--- config.mk ---
export PLATFORM = sky130hd
export DESIGN_NAME = tree_serializer
export DESIGN_NICKNAME = d
export VERILOG_FILES = /design/src/rtl/ser_tree_pkg.sv /design/src/rtl/ser_phase_ctr.sv /design/src/rtl/ser_mux_level.sv /design/src/rtl/tree_serializer.sv
export SDC_FILE = /design/constraint.sdc
export NUM_CORES = 1
export LEC_CHECK = 0
export BUFFER_PORTS_ARGS = -buffer_cell sky130_fd_sc_hd__clkbuf_2
export CAP_MARGIN = 5
export CORE_ASPECT_RATIO = 1.5
export CORE_MARGIN = 2
export CORE_UTILIZATION = 57
export CTS_CLUSTER_SIZE = 10
export DETAILED_ROUTE_END_ITERATION = 6
export GPL_TIMING_DRIVEN = 1
export PLACE_DENSITY = 0.78
export SYNTH_ARGS = -nofsm -noshare
export SYNTH_HDL_FRONTEND = slang
export SYNTH_SLANG_ARGS = --single-unit
export TNS_END_PERCENT = 50
--- constraint.sdc ---
create_clock -name clk -period 2.2 [get_ports clk]
set_clock_uncertainty 0.1 [all_clocks]
set_input_delay 0.11 -clock clk [delete_from_list [all_inputs] [get_ports clk]]
set_output_delay 0.11 -clock clk [all_outputs]
set_load 0.02 [all_outputs]
--- src/rtl/ser_tree_pkg.sv ---
package ser_tree_pkg;

   // Word width accepted by the tree: a power of two, at least four lanes.
   function automatic bit word_width_ok(input int n);
      return (n >= 4) && ((n & (n - 1)) == 0);
   endfunction

   // Number of 2:1 levels needed to fold n lanes down to one.
   function automatic int tree_depth(input int n);
      return $clog2(n);
   endfunction

endpackage

--- src/rtl/ser_phase_ctr.sv ---
module ser_phase_ctr #(
   parameter int WORD_W = 16,
   parameter int LEVELS = 4
) (
   input  logic              clk,
   input  logic              rst,
   output logic [LEVELS:0]   lvl_en_o,
   output logic [LEVELS:1]   lvl_sel_o,
   output logic              slot0_o
);

   localparam logic [LEVELS-1:0] SLOT0_PHASE = LEVELS'(LEVELS);

   logic [LEVELS-1:0] phase_q;

   // Word-phase counter; wraps naturally because WORD_W is a power of two.
   always_ff @(posedge clk) begin
      if (rst) phase_q <= '0;
      else     phase_q <= phase_q + 1'b1;
   end

   // Level k runs k cycles behind the capture and updates every WORD_W>>k
   // cycles; its half select is the next phase bit above the enable field.
   for (genvar k = 0; k <= LEVELS; k++) begin : g_lvl
      if (k == 0) begin : g_capture
         assign lvl_en_o[0] = (phase_q == '0);
      end else if (k == LEVELS) begin : g_last
         localparam logic OFS0 = 1'(k);
         assign lvl_en_o[k]  = 1'b1;
         assign lvl_sel_o[k] = phase_q[0] ^ OFS0;
      end else begin : g_mid
         localparam int        DW  = LEVELS - k + 1;
         localparam logic [DW-1:0] OFS = DW'(k);
         logic [DW-1:0] rel;
         assign rel          = phase_q[DW-1:0] - OFS;
         assign lvl_en_o[k]  = (rel[DW-2:0] == '0);
         assign lvl_sel_o[k] = rel[DW-1];
      end
   end

   assign slot0_o = (phase_q == SLOT0_PHASE);


   phase_wrap_chk: assert property (@(posedge clk) disable iff (rst)
      (phase_q == '1) |=> (phase_q == '0));


   take_single_chk: assert property (@(posedge clk) disable iff (rst)
      lvl_en_o[0] |=> !lvl_en_o[0]);

endmodule

--- src/rtl/ser_mux_level.sv ---
module ser_mux_level #(
   parameter int LANES = 8
) (
   input  logic               clk,
   input  logic               rst,
   input  logic               en,
   input  logic               sel,
   input  logic [2*LANES-1:0] lanes_i,
   output logic [LANES-1:0]   lanes_o
);

   logic [LANES-1:0] pick;

   // Lane j folds lane j (first half-period) and lane j+LANES (second).
   for (genvar j = 0; j < LANES; j++) begin : g_lane
      assign pick[j] = sel ? lanes_i[j + LANES] : lanes_i[j];
   end

   always_ff @(posedge clk) begin
      if (rst)     lanes_o <= '0;
      else if (en) lanes_o <= pick;
   end


   hold_off_en_chk: assert property (@(posedge clk) disable iff (rst)
      !en |=> $stable(lanes_o));

endmodule

--- src/rtl/tree_serializer.sv ---
module tree_serializer
   import ser_tree_pkg::*;
#(
   parameter int WORD_W = 16
) (
   input  logic              clk,
   input  logic              rst,
   input  logic [WORD_W-1:0] word_i,
   output logic              word_take_o,
   output logic              ser_o,
   output logic              frame_o,
   output logic              valid_o
);

   localparam int LEVELS = tree_depth(WORD_W);

   if (!word_width_ok(WORD_W)) begin : g_bad_width
      $error("tree_serializer: WORD_W must be a power of two of at least 4");
   end

   logic [LEVELS:0] lvl_en;
   logic [LEVELS:1] lvl_sel;
   logic            slot0;
   logic            frame_q;
   logic            valid_q;

   ser_phase_ctr #(
      .WORD_W (WORD_W),
      .LEVELS (LEVELS)
   ) u_phase (
      .clk       (clk),
      .rst       (rst),
      .lvl_en_o  (lvl_en),
      .lvl_sel_o (lvl_sel),
      .slot0_o   (slot0)
   );

   // Level 0 is the word register; levels 1..LEVELS are 2:1 fold stages.
   for (genvar k = 0; k <= LEVELS; k++) begin : lvl
      localparam int N = WORD_W >> k;
      logic [N-1:0] lanes;
      if (k == 0) begin : g_word
         always_ff @(posedge clk) begin
            if (rst)            lanes <= '0;
            else if (lvl_en[0]) lanes <= word_i;
         end
      end else begin : g_fold
         ser_mux_level #(
            .LANES (N)
         ) u_fold (
            .clk     (clk),
            .rst     (rst),
            .en      (lvl_en[k]),
            .sel     (lvl_sel[k]),
            .lanes_i (lvl[k-1].lanes),
            .lanes_o (lanes)
         );
      end
   end

   // Flags register on the same edge as the last fold stage.
   always_ff @(posedge clk) begin
      if (rst) begin
         frame_q <= 1'b0;
         valid_q <= 1'b0;
      end else begin
         frame_q <= slot0;
         if (slot0) valid_q <= 1'b1;
      end
   end

   assign word_take_o = lvl_en[0];
   assign frame_o     = frame_q;
   assign valid_o     = valid_q;
   assign ser_o       = lvl[LEVELS].lanes[0] & valid_q;


   frame_after_take_chk: assert property (@(posedge clk) disable iff (rst)
      frame_o |-> $past(word_take_o, LEVELS + 1));


   valid_sticky_chk: assert property (@(posedge clk) disable iff (rst)
      valid_o |=> valid_o);


   valid_rise_chk: assert property (@(posedge clk) disable iff (rst)
      $rose(valid_o) |-> frame_o);


   frame_single_chk: assert property (@(posedge clk) disable iff (rst)
      frame_o |=> !frame_o);

endmodule

# Yosys cells after proc, flatten, opt, wreduce, memory -nomap -nowiden

Cells that the tools add are included.

Output and inout bits: 4
ROM bits: 0
Bits in registers: 37
Word-level logic and storage cells: 32
Bits in writable memories: 0
Memories kept: 0
Bits of input ports: 18
Latch bits: 0

$add $sub $neg: 4
$lt $le $gt $ge: 0
Reductions and logical operators: 3
Divide/modulo/power cells: 0
Equality and inequality tests: 1
Shifts and indexed selects: 0
Multiply operators: 0
Bitwise operators: 1
Muxes and demuxes: 15

Operator list:

| kind                  | number |
|---|---|
| $mux W1               | 15 |
| $add A4 B1 Y4 const B | 1 |
| $eq A4 B3 Y1 const B  | 1 |
| $logic_not A4 Y1      | 1 |
| $sub A4 B1 Y4 const B | 1 |
| $logic_not A3 Y1      | 1 |
| $sub A3 B2 Y3 const B | 1 |
| $logic_not A2 Y1      | 1 |
| $sub A2 B2 Y2 const B | 1 |
| $and A1 B1 Y1         | 1 |

# Longest topological paths before layout

Gate-level depths: netlist of run 1.

Word-level depth: 2
Mapped depth: 9
Gate-level depth less buffers: 6

# Hierarchy

A second synthesis of run 1 with hierarchy kept.

Cell total of the unflattened synthesis: 157
Area total of the unflattened synthesis: 1,625.3 um2

By module, submodules not included:

| module                               | seq. area each (um2) | times used | area each (um2) | cells each |
|---|---|---|---|---|
| tree_serializer                      | 360.3                | 1          | 641.9           | 58 |
| ser_mux_level (lvl[1].g_fold.u_fold) | 160.2                | 1          | 369.1           | 36 |
| ser_phase_ctr                        | 80.1                 | 1          | 311.5           | 33 |
| ser_mux_level (lvl[2].g_fold.u_fold) | 80.1                 | 1          | 173.9           | 18 |
| ser_mux_level (lvl[3].g_fold.u_fold) | 40.0                 | 1          | 82.6            | 8 |
| ser_mux_level (lvl[4].g_fold.u_fold) | 20.0                 | 1          | 46.3            | 4 |

# Worst setup path after synthesis of run 1

No wires, ideal clock.

Path kind: register to register
Start point: register u_phase.phase_q[0]
End point: register lvl[0].lanes[10]
Arrival time: 1,497 ps
Buffers on the path: 3
Setup slack: 466 ps
Clock period less this slack: 1,734 ps
Required time: 1,962 ps
Setup time: 138 ps
Cell stages (with the launch flop): 9
Path through: dfxtp_1 > buf_6 > inv_1 > ha_1 > or3b_1 > buf_6 > buf_2 > nand2_1 > a21oi_2

Cells in the longest elaborated chain, start to end: 1

Ends and longest elaborated chain:

| element                  | line                  | text |
|---|---|---|
| start: declaration       | ser_phase_ctr.sv:14   | `logic [LEVELS-1:0] phase_q;` |
| start signal: assignment | ser_phase_ctr.sv:19   | `else phase_q <= phase_q + 1'b1;` |
| $logic_not A4 Y1         | ser_phase_ctr.sv:26   | `assign lvl_en_o[0] = (phase_q == '0);` |
| end signal: assignment   | tree_serializer.sv:45 | `else if (lvl_en[0]) lanes <= word_i;` |
| end: declaration         | tree_serializer.sv:41 | `logic [N-1:0] lanes;` |

No other way between the ends.
A chain may end at the register's enable or synchronous reset.

# Final worst setup path of run 1

Start point: register u_phase.phase_q[1]
End point: output port word_take_o

Cells in the longest elaborated chain, start to end: 1

Ends and longest elaborated chain:

| element          | line                 | text |
|---|---|---|
| $logic_not A4 Y1 | ser_phase_ctr.sv:26  |  |
| end: declaration | tree_serializer.sv:9 | `output logic word_take_o,` |

No other way between the ends.

==> results.toml, run 1 <==
[worst_setup_path]
arrival_ns = 1.81
crit_family = "buffers and inverters"
critPathCaptureType = "output pin"
cp_num_buf_inv = 3
cp.required_ns = 1.99
slowest_stage = "or3b_1"
path_cells = "inv_1, ha_1, or3b_1, clkinv_4, clkbuf_2"
path_depth = 5
crit_fanout = 17
crit_path_start_kind = "flop"
timing.critical_path.slowest_cell_delay_ns = 0.43
reg2reg_depth = 5
path_class = "reg2out"

[clock_network]
root_buffer = "clkbuf_8"
clock-sinks = 37
cts_buffers = 5
cts_resized = 0
path_clk_slew_ns = 0.07
htree_levels = 2
clockBufferDepth = 2
tritoncts = "yes"
worstSkewPairLatency_ns = 0.28
cts_setup_buffers = 0

[global_routing]
grt_max_degree = 34
gr-total-overflow = 0
grt_pass1_wl_mm = 6.11
track_usage_pct = 21.6
grt_pass1_vias = 1438
antenna_found_initial = 0

[finish]
num_antenna_cells = 0
drive_gt1_share_pct = 21.3
finalNonFillerCells = 284
final_common_cell = "nand2_1"
final_cell_mix = "nand2_1, dfxtp_1, clkbuf_2"
fin_nets = 269
fin_util_pct = 69.7
area_growth_pct = 17.8

[sta]
hold_viol_final = 0
period_needed_ns = 2.02
finalSetupViolCount = 0
fmax_mhz = 494
setup_tns_ns = 0
rsz0062_at_grt = "no"
finalMaxSlewViolations = 0
worst_pin_slew_ns = 0.608
slew_headroom_pct = 59.2
fin_crit_sh_pct = 92.0

[logic_synthesis]
ys_seq_area_share_pct = 39.6
synth_top_area_share_pct = 39.6
postSynthAreaPerCell_sq_um = 8.87
syn_inst = 211
netlist_top_cells_area = "dfxtp_1, nand2_1, a311oi_2"
yosysWarnings = 0
yosys.area.top_type = "dfxtp_1"
synth_fp_nets = 236
syn_area_sq_mm = 0.00187
synth-seq-cells = 37
synth_cell_types = 31

[drt]
post_drt_wl_per_cell_um = 12.7
drt_iter0_markers = 19
route.detailed.drc = 0
dr_total_vias = 1488
final_antenna_net_count = 0
via_per_inst = 5.24
dr.pass1.iters = 4
drt-total-wl_mm = 3.60

[power]
ir_drop_mv = 0.628
cellPowerDensity_mw_per_mm2 = 715
p_leak_nw = 0.864
finalPower_mw = 1.57

[placement]
port_buffers = 21
dp_hpwl_mm = 2.32
gp_congestion = 0.796
dp.cells = 261

[floorplanning]
ioPinCount = 22
die_y_um = 74.2
start_util_pct = 59.2
core_sq_mm = 0.00316
rows = 25
die_area_sq_mm = 0.00377
die_width_um = 50.8

[flow_run]
drv_cap = 0

[run_status]
status = "finished, final reports clean"

[hold_path]
holdPathStages = 2
hold_path.class = "in2reg"
[synthesized netlist by cell type (all sizes together)]
cell    count
xnor2       2
a21boi      1
a21oi      24
and2       10
mux2i       7
clkbuf      4
dfxtp      37
xor2        1
nor2       10
clkinv      1
inv         4
or3b        1
nand2b      8
a311oi      8
nand2      41
a21o        9
nor4b       1
nor2b       9
ha          7
buf        12
o21ai       8
a211oi      6
[per-layer routing]
metal	track usage, %	part of all wire [%]	routed length, um	vias to the layer above
met5	0	0	0	-
met4	7.81	1.3	48	0
met3	5.02	2.2	80	7
met2	40.8	54	1930	20
met1	23.2	43	1540	691
li1	-	-	-	770
[registers in the layout, indices dropped and copies added, names as in the netlist]
signal,count
lvl.lanes,16
valid_o,1
frame_o,1
lvl.g_fold.u_fold.lanes_o,15
u_phase.phase_q,4
[worst paths after layout]
kind                      start                         endpoint  slack, ns
max reg2reg  u_phase.phase_q[2]  lvl[1].g_fold.u_fold.lanes_o[7]       0.22
max          u_phase.phase_q[1]                      word_take_o       0.18
min                         rst               u_phase.phase_q[0]       0.23
min reg2reg     lvl[0].lanes[2]                  lvl[0].lanes[2]       0.37
[what timing repair did]
| item | in CTS | in global routing |
|---|---|---|
| setup endpoints to repair | 0 | 0 |
| endpoints found under the hold margin | 16 | 0 |
| hold buffers | 16 | 0 |
[cell type report]
type / instances / area [sq um]
clock buffers: 7 / 86.3
flip-flops and latches: 37 / 741
multi-input cells: 153 / 1000
repair buffers: 42 / 303
fillers: 251 / 956
well taps: 40 / 50.0
inverters: 5 / 23.8
[stage by stage]
step                worst slack [ns]  instance area [sq um]  hold WS, ns
floorplan                      0.466                   1870        0.137
global placement               0.382                   1960        0.234
detailed placement             0.294                   1960        0.238
CTS                            0.180                   2200        0.237
global route                   0.105                   2200        0.283
finish                         0.177                   2200        0.229
[power breakdown]
part	total (mW)	internal (mW)	switching, mW
sequential	0.764	0.727	0.0368
clock	0.475	0.249	0.226
combinational	0.336	0.151	0.185
total	1.57	1.13	0.448
[cell families (layout without fill, tap and decap cells)]
| family | after synthesis | count (layout) | synth area share, % |
|---|---|---|---|
| muxes | 7 | 7 | 3.75 |
| xor gates and xnor gates | 3 | 3 | 1.81 |
| and+or+nand+nor | 80 | 80 | 20.5 |
| DFF | 37 | 37 | 39.6 |
| AOI/OAI and AO/OA | 56 | 56 | 22.7 |
| adders and majority gates | 7 | 7 | 4.68 |
| buffers and inverters | 21 | 54 | 6.96 |
Note: power is estimated with default switching activity, not from simulation.
==> run 2, diff against run 1 <==
--- a/config.mk
+++ b/config.mk
@@ -5,15 +5,16 @@
 export SDC_FILE = /design/constraint.sdc
 export NUM_CORES = 1
 export LEC_CHECK = 0
+export ABC_AREA = 1
 export BUFFER_PORTS_ARGS = -buffer_cell sky130_fd_sc_hd__clkbuf_2
 export CAP_MARGIN = 5
 export CORE_ASPECT_RATIO = 1.5
 export CORE_MARGIN = 2
-export CORE_UTILIZATION = 57
+export CORE_UTILIZATION = 55
 export CTS_CLUSTER_SIZE = 10
 export DETAILED_ROUTE_END_ITERATION = 6
 export GPL_TIMING_DRIVEN = 1
-export PLACE_DENSITY = 0.78
+export PLACE_DENSITY = 0.77
 export SYNTH_ARGS = -nofsm -noshare
 export SYNTH_HDL_FRONTEND = slang
 export SYNTH_SLANG_ARGS = --single-unit
==> run 2 against run 1 <==
Compared with the run above:
- wire length down 6.7%
- highest routed layer unchanged
- maximum frequency up 6.8%
- largest cell class is now flip-flops and latches
- synthesized cell count grew 2.4%
- core utilization up 0.21 points
- die area down 9.7%
- non-clock buffer count fell by 5
==> results.toml, run 2 <==
[floorplanning]
rows = 24
start_util_pct = 56.7
ioPinCount = 22
die_y_um = 70.4
core_sq_mm = 0.00285
die_width_um = 48.3
die_area_sq_mm = 0.00340

[finish]
final_common_cell = "nor2_1"
largest_register_ff_count = 16
num_antenna_cells = 0
area_growth_pct = 23.4
fin_area_sq_mm = 0.00200
fin_nets = 279
finalNonFillerCells = 294
fin_util_pct = 70.0
drive_gt1_share_pct = 14.1
top_register = "lvl.lanes"
multi_input_area_sq_um = 718
final_cell_mix = "nor2_1, dfxtp_1, inv_1"
seqCellArea_sq_um = 741
top_regs = "lvl.lanes x16, lvl.g_fold.u_fold.lanes_o x15, u_phase.phase_q x4"
fillers = 236

[power]
cellPowerDensity_mw_per_mm2 = 787
ir_drop_mv = 0.628
p_leak_nw = 0.939
finalPower_mw = 1.57

[sta]
whs_ns = 0.110
post-route-worst-setup-slack_ns = 0.305
finalMaxSlewViolations = 0
slew_headroom_pct = 68.9
fin_crit_sh_pct = 86.1
period_needed_ns = 1.89
worst_pin_slew_ns = 0.466
finalSetupViolCount = 0
setup_tns_ns = 0
rsz0062_at_grt = "no"
fmax_mhz = 528
hold_viol_final = 0

[hold_path]
holdPathStages = 2
hold_path.class = "in2reg"
worstHoldStart = "rst"
worstHoldEndpoint = "u_phase.phase_q[2]"

[placement]
port_buffers = 21
gp_congestion = 0.881
dp_hpwl_mm = 2.31
post_dp_cell_area_sq_mm = 0.00173
dpl_worst_slack_ns = 0.475
dp.cells = 270

[worst_setup_path]
crit_fanout = 18
cp.required_ns = 1.99
critPathCaptureType = "output pin"
arrival_ns = 1.68
reg2reg_to = "lvl[0].lanes[3]"
reg2reg_depth = 7
r2r_slack_ns = 0.44
crit_path_start_kind = "flop"
reg2reg_from = "u_phase.phase_q[0]"
path_class = "reg2out"

[clock_network]
htree_levels = 2
worstSkewPairLatency_ns = 0.30
cts_setup_buffers = 0
path_clk_slew_ns = 0.07
clock-sinks = 37
clockBufferDepth = 2
tritoncts = "yes"
root_buffer = "clkbuf_8"
cts_buffers = 5

[drt]
route.detailed.drc = 0
dr.pass1.iters = 4
dr_total_vias = 1453
post_drt_wl_per_cell_um = 11.4
via_per_inst = 4.94
drt-total-wl_mm = 3.36
drt_iter0_markers = 35
final_antenna_net_count = 0

[global_routing]
antenna_found_initial = 0
grt_max_degree = 22
grt_pass1_wl_mm = 6.04
grt_pass1_vias = 1463
gr-total-overflow = 0
track_usage_pct = 24.8

[logic_synthesis]
synthTopCellsByCount = "nor2_1, dfxtp_1, inv_1, nand3_1, o21ai_0"
yosysWarnings = 0
synth_cell_types = 20
syn_area_sq_mm = 0.00162
ys_seq_area_share_pct = 45.8
yosys_most_used_dff = "dfxtp_1"
synth-seq-cells = 37
postSynthAreaPerCell_sq_um = 7.49
synth_fp_nets = 241
syn_inst = 216
yosys.area.top_type = "dfxtp_1"
netlist_top_cells_area = "dfxtp_1, nor2_1, nand3_1"
synth_top_area_share_pct = 45.8
yosysMostFrequentCell = "nor2_1"
async_flop_share_pct = 0
synth_enable_flop_cells = 0

[flow_run]
drv_cap = 0

[run_status]
status = "finished, final reports clean"
==> run 2: cell count changes after synthesis, moves of 7 or more <==
cell,previous run,this run
nand3_1,0,27
a21oi_2,9,0
o21ai_0,0,24
o21ai_1,8,0
nand2_1,40,21
a21o_1,9,0
mux2i_1,7,0
nor2b_1,9,0
nand2b_1,8,0
nor2_1,10,38
inv_1,4,28
and2_1,9,0
==> run 2: where the power goes <==
part / switching, mW / total (mW) / internal [mW] / leakage, nW
logic: 0.169 / 0.278 / 0.109 / 0.580
registers: 0.0356 / 0.772 / 0.736 / 0.305
clock network: 0.238 / 0.521 / 0.283 / 0.0542
==> run 2: logic make-up (layout without fill, tap and decap cells) <==
family,after synthesis,count (layout),share of synthesized area [%]
adders and majority gates,7,7,5.41
and+or+nand+nor,89,89,24.1
buffers and inverters,38,77,9.82
DFF,37,37,45.8
xor gates and xnor gates,1,1,0.541
AOI/OAI and AO/OA,44,44,14.4
==> run 2: per-layer routing <==
layer	part of all wire [%]	vias to the layer above	GRT usage, %
met5	0	-	0
li1	-	767	-
met1	40	641	27.2
met2	53	36	39.8
met4	2.9	0	13.5
met3	3.8	9	7.49
==> run 2: repair_timing <==
action                                  4_1_cts  5_1_grt
gates resized for setup                       0        0
endpoints found under the setup margin        0        0
hold endpoints to repair                     16        0
hold buffers                                 16        0
==> run 2: worst max-delay path, cell delays in order (launching register included) <==
cell and delay (ns):
dfxtp_1 0.37, inv_1 0.16, ha_1 0.27, nand2_4 0.08, nor2_4 0.26, clkbuf_2 0.24
==> run 2: layout make-up <==
type	instances	share of cell area, %
tap	39	2.45
timing repair buffer	37	13.3
inverter	32	6.08
multi-input combinational	141	36.0
clock inverter	1	0.251
clock buffer	7	4.83
sequential	37	37.1
==> run 2: worst max-delay path by stage <==
stage | startpoint | endpoint | depth (start not counted) | slack (ns)
6_report | u_phase.phase_q[0] | word_take_o | 5 | 0.31
5_1_grt | u_phase.phase_q[0] | word_take_o | 5 | 0.17
4_1_cts | u_phase.phase_q[0] | word_take_o | 5 | 0.30
3_5_place_dp | u_phase.phase_q[0] | lvl[0].lanes[13] | 7 | 0.47
3_3_place_gp | u_phase.phase_q[0] | lvl[0].lanes[3] | 7 | 0.53
2_1_floorplan | u_phase.phase_q[0] | lvl[1].g_fold.u_fold.lanes_o[0] | 8 | 0.75
==> run 3, diff against run 2 <==
==> constraint.sdc (replaced) <==
create_clock -name clk -period 2.2 [get_ports clk]
set_clock_uncertainty 0.1 [all_clocks]
set_input_delay 0.11 -clock clk [delete_from_list [all_inputs] [get_ports clk]]
set_output_delay 0.11 -clock clk [all_outputs]
set_load 0.1 [all_outputs]
==> run 3 against run 2 <==
Compared with the run above:
- cell area decreased by 0.63%
- total power decreased by 0.90%
- core utilization decreased by 0.44 points
- final cell count decreased by 0.34%
- global-route usage about the same
- combinational power increased by 11%
- via count increased by 0.34%
- register-to-register slack got worse by 0.07 ns
- clock power decreased by 8.8%
- count of clock-buffer cells in the layout unchanged
- flip-flop and latch count unchanged
- setup slack got worse by 0.13 ns
- critical path type unchanged
==> results.toml, run 3 (same netlist as run 2, synthesis figures left out) <==
[run_status]
status = "finished, final reports clean"

[sta]
setup_tns_ns = 0
rsz0062_at_grt = "no"
finalMaxSlewViolations = 0
period_needed_ns = 2.03
fmax_mhz = 493
fin_crit_sh_pct = 92.2
finalSetupViolCount = 0
worst_pin_slew_ns = 0.539
post-route-worst-setup-slack_ns = 0.171
slew_headroom_pct = 64.2
hold_viol_final = 0

[clock_network]
htree_levels = 2
clock-sinks = 37
tritoncts = "yes"
cts_buffers = 5
path_clk_slew_ns = 0.07
worstSkewPairLatency_ns = 0.29
cts_resized = 0
clockBufferDepth = 2
cts_setup_buffers = 0
root_buffer = "clkbuf_8"

[floorplanning]
core_sq_mm = 0.00285
die_y_um = 70.4
ioPinCount = 22
rows = 24
start_util_pct = 56.7
die_width_um = 48.3
die_area_sq_mm = 0.00340

[worst_setup_path]
critPathCaptureType = "output pin"
arrival_ns = 1.82
crit_fanout = 18
crit_path_start_kind = "flop"
path_class = "reg2out"
cp.required_ns = 1.99

[power]
ir_drop_mv = 0.616
cellPowerDensity_mw_per_mm2 = 785
p_leak_nw = 0.930

[drt]
drt-total-wl_mm = 3.50
dr.pass1.iters = 4
via_per_inst = 4.98
post_drt_wl_per_cell_um = 12.0
final_antenna_net_count = 0
dr_total_vias = 1458
route.detailed.drc = 0
drt_iter0_markers = 36

[finish]
final_common_cell = "nor2_1"
largest_register_ff_count = 16
area_growth_pct = 22.6
drive_gt1_share_pct = 13.4
fin_nets = 279
final_cell_mix = "nor2_1, dfxtp_1, inv_1"
finalNonFillerCells = 293
top_regs = "lvl.lanes x16, lvl.g_fold.u_fold.lanes_o x15, u_phase.phase_q x4"
num_antenna_cells = 0
top_register = "lvl.lanes"

[global_routing]
grt_pass1_wl_mm = 5.82
gr-total-overflow = 0
antenna_found_initial = 0
grt_pass1_vias = 1384
grt_max_degree = 22
track_usage_pct = 24.8

[placement]
gp_congestion = 0.881
dp.cells = 270
port_buffers = 21
dpl_worst_slack_ns = 0.475
dp_hpwl_mm = 2.27

[flow_run]
drv_cap = 0

[hold_path]
hold_path.class = "in2reg"
run 3: changes by cell type in the layout (fill, tap and decap cells not counted):
cell	before	now
clkbuf_8	7	6
clkinv_2	2	1
clkbuf_1	0	1
clkbuf_2	21	20
buf_4	0	1
run 3: power by group:
group | switching (mW) | internal, mW
registers | 0.0371 | 0.737
clock network | 0.227 | 0.248
logic | 0.197 | 0.111
run 3: repair_timing:
action / CTS / global route
hold buffers: 16 / 0
hold endpoints to repair: 16 / 0
endpoints found under the setup margin: 0 / 0
run 3: critical path, stage by stage, from the launching register on:
cell and delay [ns]:
dfxtp_1 0.37, inv_1 0.16, ha_1 0.27, nand2_4 0.08, nor2_4 0.29, buf_4 0.36
run 3: worst paths after layout:
path	from	to	slack [ns]	cells after the start
setup / recovery	u_phase.phase_q[0]	word_take_o	0.17	5
hold reg to reg	lvl[3].g_fold.u_fold.lanes_o[1]	lvl[3].g_fold.u_fold.lanes_o[1]	0.37	2
setup reg to reg	u_phase.phase_q[0]	lvl[0].lanes[11]	0.37	7
hold / removal	rst	lvl[4].g_fold.u_fold.lanes_o	0.12	2
run 3: final cells by class:
type                            count  area [sq um]
Multi-Input combinational cell    141           718
Timing Repair Buffer               37           268
Clock buffer                        7          86.3
Fill cell                         255           870
Inverter                           32           121
Tap cell                           39          48.8
Sequential cell                    37           741
run 3: per-stage QoR:
step                util, %  hold slack [ns]  power, mW  instance area, sq um
floorplan                 -            0.145       1.00                  1620
global placement       60.9            0.230       1.06                  1740
detailed placement     60.9            0.238       1.07                  1740
CTS                    69.5            0.116       1.57                  1980
global route           69.5            0.149       1.64                  1980
finish                 69.5            0.120       1.56                  1980
run 3: per-layer routing:
| layer | share of wire [%] | GRT usage, % | up-vias |
|---|---|---|---|
| met5 | 0 | 0 | - |
| met4 | 4.6 | 15.6 | 0 |
| met3 | 3.8 | 6.98 | 17 |
| met2 | 53 | 39.5 | 42 |
| met1 | 39 | 26.6 | 631 |
| li1 | - | - | 768 |
